`src/rtl/img_checksum.sv`:
```
module img_checksum #(
  parameter int AW     = 13,
  parameter int DW     = 14,
  parameter int SW     = 16,
  parameter logic [DW-1:0] MASK_A = 14'h39FF,
  parameter logic [DW-1:0] MASK_B = 14'h0043,
  parameter int PROT_BIT = 13
) (
  input  logic          clk,
  input  logic          rst_n,
  input  logic          start,
  input  logic          size_8k,
  input  logic [DW-1:0] cfg_a,
  input  logic [DW-1:0] cfg_b,
  input  logic [DW-1:0] id0,
  input  logic [DW-1:0] id1,
  input  logic [DW-1:0] id2,
  input  logic [DW-1:0] id3,
  output logic          mem_rd,
  output logic [AW-1:0] mem_addr,
  input  logic [DW-1:0] mem_data,
  output logic          done,
  output logic [SW-1:0] checksum
);
  localparam logic [AW-1:0] LAST_BIG   = {AW{1'b1}};
  localparam logic [AW-1:0] LAST_SMALL = LAST_BIG >> 1;

  typedef enum logic [1:0] {S_IDLE, S_RUN, S_DRAIN} state_t;

  state_t        st;
  logic [AW-1:0] addr;
  logic          pend;
  logic          size_q;
  logic [SW-1:0] acc;
  logic          done_r;

  logic          busy;
  logic          prot;
  logic [AW-1:0] last;
  logic [SW-1:0] base;
  logic [SW-1:0] id_pack;

  assign busy     = (st != S_IDLE);
  assign prot     = ~cfg_a[PROT_BIT];
  assign last     = size_q ? LAST_BIG : LAST_SMALL;
  assign id_pack  = {id0[3:0], id1[3:0], id2[3:0], id3[3:0]};
  assign base     = SW'(cfg_a & MASK_A) + SW'(cfg_b & MASK_B);

  assign mem_rd   = (st == S_RUN);
  assign mem_addr = addr;
  assign done     = done_r;
  assign checksum = acc;

  always_ff @(posedge clk) begin
    if (!rst_n) begin
      st     <= S_IDLE;
      addr   <= '0;
      pend   <= 1'b0;
      size_q <= 1'b0;
      acc    <= '0;
      done_r <= 1'b0;
    end else begin
      done_r <= 1'b0;
      pend   <= (st == S_RUN);
      if (pend) acc <= acc + SW'(mem_data);
      unique case (st)
        S_IDLE: if (start) begin
          size_q <= size_8k;
          addr   <= '0;
          if (prot) begin
            acc    <= base + id_pack;
            done_r <= 1'b1;
          end else begin
            acc <= base;
            st  <= S_RUN;
          end
        end
        S_RUN: begin
          if (addr == last) st <= S_DRAIN;
          else addr <= addr + 1'b1;
        end
        S_DRAIN: begin
          st     <= S_IDLE;
          done_r <= 1'b1;
        end
        default: st <= S_IDLE;
      endcase
    end
  end
endmodule


```
`config.mk`:
```
export PLATFORM = sky130hd
export DESIGN_NAME = img_checksum
export DESIGN_NICKNAME = d
export VERILOG_FILES = /design/src/rtl/img_checksum.sv
export SDC_FILE = /design/constraint.sdc
export NUM_CORES = 1
export LEC_CHECK = 0
export ABC_AREA = 1
export BUFFER_PORTS_ARGS = -buffer_cell sky130_fd_sc_hd__buf_2
export CORE_MARGIN = 8
export CORE_UTILIZATION = 55
export DETAILED_ROUTE_END_ITERATION = 6
export MAX_ROUTING_LAYER = met4
export PLACE_DENSITY_LB_ADDON = 0.15
export SYNTH_ARGS = -nofsm -noshare
export SYNTH_HDL_FRONTEND = slang
export SYNTH_SLANG_ARGS = --single-unit
```
`constraint.sdc`:
```
create_clock -name clk -period 7.14 [get_ports clk]
set_clock_uncertainty 0.1 [all_clocks]
set_input_delay 1.428 -clock clk [delete_from_list [all_inputs] [get_ports clk]]
set_output_delay 1.428 -clock clk [all_outputs]
set_load 0.1 [all_outputs]
```
==> flow_summary.json, run 1 <==
{
  "synth.top_cell.area_share_pct": 18.9,
  "netlist_area_sq_um": 3600,
  "grtUsageTotal_pct": 21.5,
  "core_area_sq_um": 6350,
  "via_per_inst": 5.19,
  "cts_buffers": 5,
  "vdd_drop_max_v": 0.000110,
  "grt_pass1_vias": 3901,
  "cts_setup_buffers": 0,
  "dieArea_sq_um": 9390,
  "die_y_um": 96.9,
  "die_w_um": 96.9,
  "pin_count": 133,
  "multiInputGateArea_sq_um": 2530,
  "synth_fp_nets": 742,
  "rsz0062_at_grt": "no",
  "p_leak_nw": 2.25,
  "fillCellCount": 621,
  "dr.first_iter.drc_count": 216,
  "min_period_ns": 4.23,
  "cp.required_ns": 7.25,
  "fmax_mhz": 236,
  "initial_core_util_pct": 56.7,
  "netlist_instances": 606,
  "min_period_over_period_pct": 59.3,
  "firstDrtPassIters": 5,
  "synth_top_cell_by_area": "dfxtp_1",
  "status": "finished clean",
  "wl_um": 9980,
  "slew_headroom_pct": 46.5,
  "yosys.cell_types.count": 44,
  "clock_path_buffers": 2,
  "instances_no_fill": 765,
  "hp-class": "register to register",
  "synth_area_per_cell_sq_um": 5.94,
  "final_common_cell": "nand2_1",
  "grt-ovfl-total": 0,
  "cts_root_buffer": "clkbuf_8",
  "endpoint_kind": "register",
  "r2r_cells": 13,
  "final_nets": 823,
  "antenna_found_initial": 0,
  "setup_viol": 0,
  "arrival_ns": 4.35,
  "yosys_warnings": 0,
  "dp_hpwl_um": 8270,
  "ys.flop_type": "dfxtp_1",
  "clock_sinks": 34,
  "path_clk_slew_ns": 0.08,
  "ant_nets": 0,
  "synth-seq-cells": 34,
  "hold_viol_final": 0,
  "cts_hold_buf": 0,
  "gp_congestion": 0.916,
  "dp_cells": 757,
  "drc": 0,
  "maxSlewViolCount": 0,
  "cts_resized": 0,
  "wl_per_cell_um": 13.0,
  "powerDensity_nw_per_um2": 179,
  "holdPathStages": 1,
  "portBuffers": 79,
  "fp-row-count": 29,
  "grt_pass1_wl_um": 17000,
  "worst_pin_slew_ns": 0.801,
  "final-seq-area_sq_um": 681,
  "cap_viol_max_count": 0,
  "startpoint_type": "primary input",
  "diodes": 0,
  "async_flop_share_pct": 0,
  "final_cell_mix": "180 x nand2_1, 89 x inv_1, 79 x buf_2, 63 x nand3_1, 56 x nor2_1",
  "path_class": "primary input to register",
  "clock_latency_ns": 0.29,
  "setup_tns_ns": 0,
  "drive_above_1_share_pct": 17.2,
  "ys_top_cells_by_area": "dfxtp_1 19%, nand2_1 19%, ha_1 11%, inv_1 9.3%, nand3_1 8.8%",
  "cts_tree": "built",
  "grt_max_degree": 26,
  "htreeDepth": 2,
  "crit_fanout": 4,
  "synth-seq-area-share_pct": 18.9,
  "synth-edff-count": 0,
  "vias": 3971,
  "syn2layout_area_growth_pct": 16.9
}
## metrics by stage
step	cell area, sq um	power, W	util (%)	hold WS [ns]	setup WS [ns]
after floorplan	3600	0.000469	-	0.368	3.19
after global placement	4070	0.000534	64.1	0.380	2.69
after detailed placement	4070	0.000541	64.1	0.384	2.65
after CTS	4210	0.000755	66.3	0.413	2.93
after global routing	4210	0.000801	66.3	0.441	2.56
final	4210	0.000754	66.3	0.402	2.91
## where the power goes
group / leakage (nW) / internal, W / switching (W)
Combinational: 1.90 / 0.0000972 / 0.000231
Sequential: 0.278 / 0.000201 / 0.0000114
Clock: 0.0683 / 0.000140 / 0.0000740
## worst max-delay path: stages
cell and delay, ns:
buf_2 0.08, ha_1 0.19, inv_1 0.07, fa_1 0.39, inv_1 0.07, nand3_1 0.11
or2_2 0.34, nand2_1 0.07, nand2_1 0.05, nand2_1 0.05, inv_1 0.06, ha_1 0.34
nand2_1 0.09, nand2_1 0.06, a21boi_0 0.31, nor2_1 0.08, nor2_1 0.13, nand2_1 0.06
nand2_1 0.06, nand3_1 0.13, a21oi_1 0.18
## layer usage
layer | part of all wire [%] | vias up | routed length [um] | GRT usage [%]
met5 | 0 | - | 0 | -
met4 | 1.5 | 0 | 146 | 6.15
met3 | 4.7 | 15 | 471 | 3.98
met2 | 46 | 100 | 4640 | 35.6
met1 | 47 | 1744 | 4720 | 25.8
li1 | - | 2112 | - | -
## cell usage after synthesis (2+ instances only)
cell type  count
a21oi_1       42
clkbuf_1       4
clkinv_1       2
dfxtp_1       34
fa_1           3
ha_1          31
inv_1         89
inv_2          4
nand2_1      180
nand2_2        6
nand2_4        2
nand3_1       63
nand3b_1       4
nand4_1        7
nor2_1        56
nor2_2         5
nor2_4         3
nor3_1         4
o21ai_0       14
o21ai_1        7
o21bai_1       5
o22ai_1        2
or2_2          7
xnor2_1        3
xor2_1        10
## logic make-up after synthesis
group / synth area share, %
xor+xnor: 3.16
simple gates: 42.2
fa+ha+maj: 12.4
flops: 18.9
buf+inv: 10.7
mux: 0.278
compound gates: 12.3
## path summary, 6_finish.rpt
| check | slack, ns | end | from |
|---|---|---|---|
| max reg2reg | 5.01 | checksum[10] | checksum[0] |
| min reg2reg | 0.40 | mem_addr[0] | mem_addr[0] |
| min | 0.40 | mem_addr[0] | mem_addr[0] |
| max | 2.91 | checksum[15] | cfg_a[0] |
## sequential cells by signal, indices dropped and copies added (netlist names)
signal,cells
done,1
mem_addr,13
st,2
pend,1
size_q,1
checksum,16
## final cells by class
cell class              instances  area share, %
repair buffers                 79           9.40
inverters                      96           8.68
clock buffers                   5           1.64
well taps                      77           2.29
flip-flops and latches         34           16.2
multi-input cells             471           60.2
clock inverters                 3           1.64
No activity file was read; power rests on OpenSTA's default activity.
==> run 2, diff against run 1 <==
CORE_UTILIZATION = 46   (was 55)
clock period = 3.89 ns   (was 7.14 ns; I/O delays follow)
==> run 2 against run 1 <==
  * Register-to-register slack got worse by 3.3 ns
  * Combinational power increased by 84%
  * Non-clock buffer count increased by 2
  * Count of clock-buffer cells in the layout unchanged
  * Clock power increased by 82%
  * Worst setup slack got worse by 2.5 ns
==> flow_summary.json, run 2 (synthesis results as in run 1) <==
{
  "dieArea_sq_um": 10900,
  "hold_viol_final": 0,
  "drive_above_1_share_pct": 17.4,
  "startpoint_type": "primary input",
  "crit_fanout": 4,
  "cts_resized": 0,
  "wl_met3_um": 456,
  "min_period_ns": 3.47,
  "worst_pin_slew_ns": 0.808,
  "cts_buffers": 5,
  "p_leak_nw": 2.26,
  "portBuffers": 79,
  "initial_core_util_pct": 47.1,
  "clock_path_buffers": 2,
  "via_per_inst": 4.93,
  "final_cell_mix": "180 x nand2_1, 89 x inv_1, 79 x buf_2, 63 x nand3_1, 56 x nor2_1",
  "setup_tns_ns": 0,
  "syn2layout_area_growth_pct": 18.2,
  "arrival_ns": 3.60,
  "slew_headroom_pct": 46.0,
  "core_area_sq_um": 7650,
  "powerDensity_nw_per_um2": 325,
  "met2RoutedLength_um": 4620,
  "rsz0062_at_grt": "no",
  "dr.first_iter.drc_count": 140,
  "final_common_cell": "nand2_1",
  "drt-met1-wl_um": 4920,
  "endpoint_kind": "register",
  "hp-class": "register to register",
  "grt_max_degree": 26,
  "worstHoldStart": "mem_addr[1]",
  "path_clk_slew_ns": 0.08,
  "grtUsageTotal_pct": 18.8,
  "cap_viol_max_count": 0,
  "gp_congestion": 0.925,
  "die_w_um": 104,
  "startpoint": "cfg_a[0]",
  "drc": 0,
  "grt_pass1_vias": 3780,
  "cts_root_buffer": "clkbuf_8",
  "htreeDepth": 2,
  "status": "finished clean",
  "fp-row-count": 32,
  "total_power_w": 0.00138,
  "path_class": "primary input to register",
  "diodes": 0,
  "maxSlewViolCount": 0,
  "cts_hold_buf": 0,
  "clock_latency_ns": 0.28,
  "whs_ns": 0.399,
  "cts_setup_buffers": 0,
  "grt_pass1_wl_um": 17100,
  "largest_reg_flops": 16,
  "antenna_found_initial": 0,
  "vdd_drop_max_v": 0.000151,
  "highest_layer": "met4",
  "cp.required_ns": 4.01,
  "final_cell_area_sq_um": 4250,
  "place_area_sq_um": 4120,
  "dp_hpwl_um": 8620,
  "firstDrtPassIters": 4,
  "setup_viol": 0,
  "ant_nets": 0,
  "pin_count": 133,
  "r2r-start": "checksum[0]",
  "cts_tree": "built",
  "vias": 3901,
  "die_y_um": 104,
  "wl_um": 10100,
  "grt-ovfl-total": 0,
  "final_nets": 825,
  "clock_sinks": 34,
  "min_period_over_period_pct": 89.2,
  "wl_per_cell_um": 12.7,
  "fmax_mhz": 288
}
[run 2: cell types whose count changed in the layout (fill, tap and decap cells not counted), sizes merged]
cell,change
buf,+2
[run 2: power breakdown]
group / leakage (nW) / switching [W] / internal, W
logic: 1.91 / 0.000423 / 0.000180
clock network: 0.0683 / 0.000132 / 0.000257
registers: 0.278 / 0.0000220 / 0.000369
[run 2: metal layers]
layer,track usage [%],up-vias
met5,-,-
met4,4.45,0
met3,2.42,5
met2,30.4,75
met1,24.3,1701
li1,-,2120
[run 2: worst max-delay path, cell delays in order]
cell and delay, ns:
buf_2 0.08, ha_1 0.19, inv_1 0.07, fa_1 0.39, inv_1 0.07, nand3_1 0.11, or2_2 0.33, nand2_1 0.06
nand2_1 0.04, nand2_1 0.05, inv_1 0.07, ha_1 0.34, nand2_1 0.09, nand2_1 0.08, a21boi_0 0.25, nor2_1 0.07
nor2_1 0.12, nand2_1 0.06, nand2_1 0.05, nand3_1 0.12, a21oi_1 0.17
[run 2: cell type report]
| class | instances | area (sq um) |
|---|---|---|
| Fill cell | 836 | 3390 |
| Multi-Input combinational cell | 471 | 2530 |
| Sequential cell | 34 | 681 |
| Timing Repair Buffer | 81 | 410 |
| Inverter | 96 | 365 |
| Tap cell | 102 | 128 |
| Clock buffer | 5 | 68.8 |
| Clock inverter | 3 | 68.8 |
[run 2: worst paths after layout]
kind	endpoint	slack (ns)	cells past startpoint
min	mem_addr[1]	0.40	2
max reg2reg	checksum[10]	1.73	13
min reg2reg	mem_addr[1]	0.40	2
max	checksum[15]	0.42	21
[run 2: stage by stage]
stage | instances | util [%] | worst slack [ns]
2_1_floorplan | 606 | - | 0.585
3_3_place_gp | 784 | 53.8 | 0.106
3_5_place_dp | 784 | 53.8 | 0.152
4_1_cts | 792 | 55.6 | 0.452
5_1_grt | 792 | 55.6 | 0.161
6_report | 792 | 55.6 | 0.418
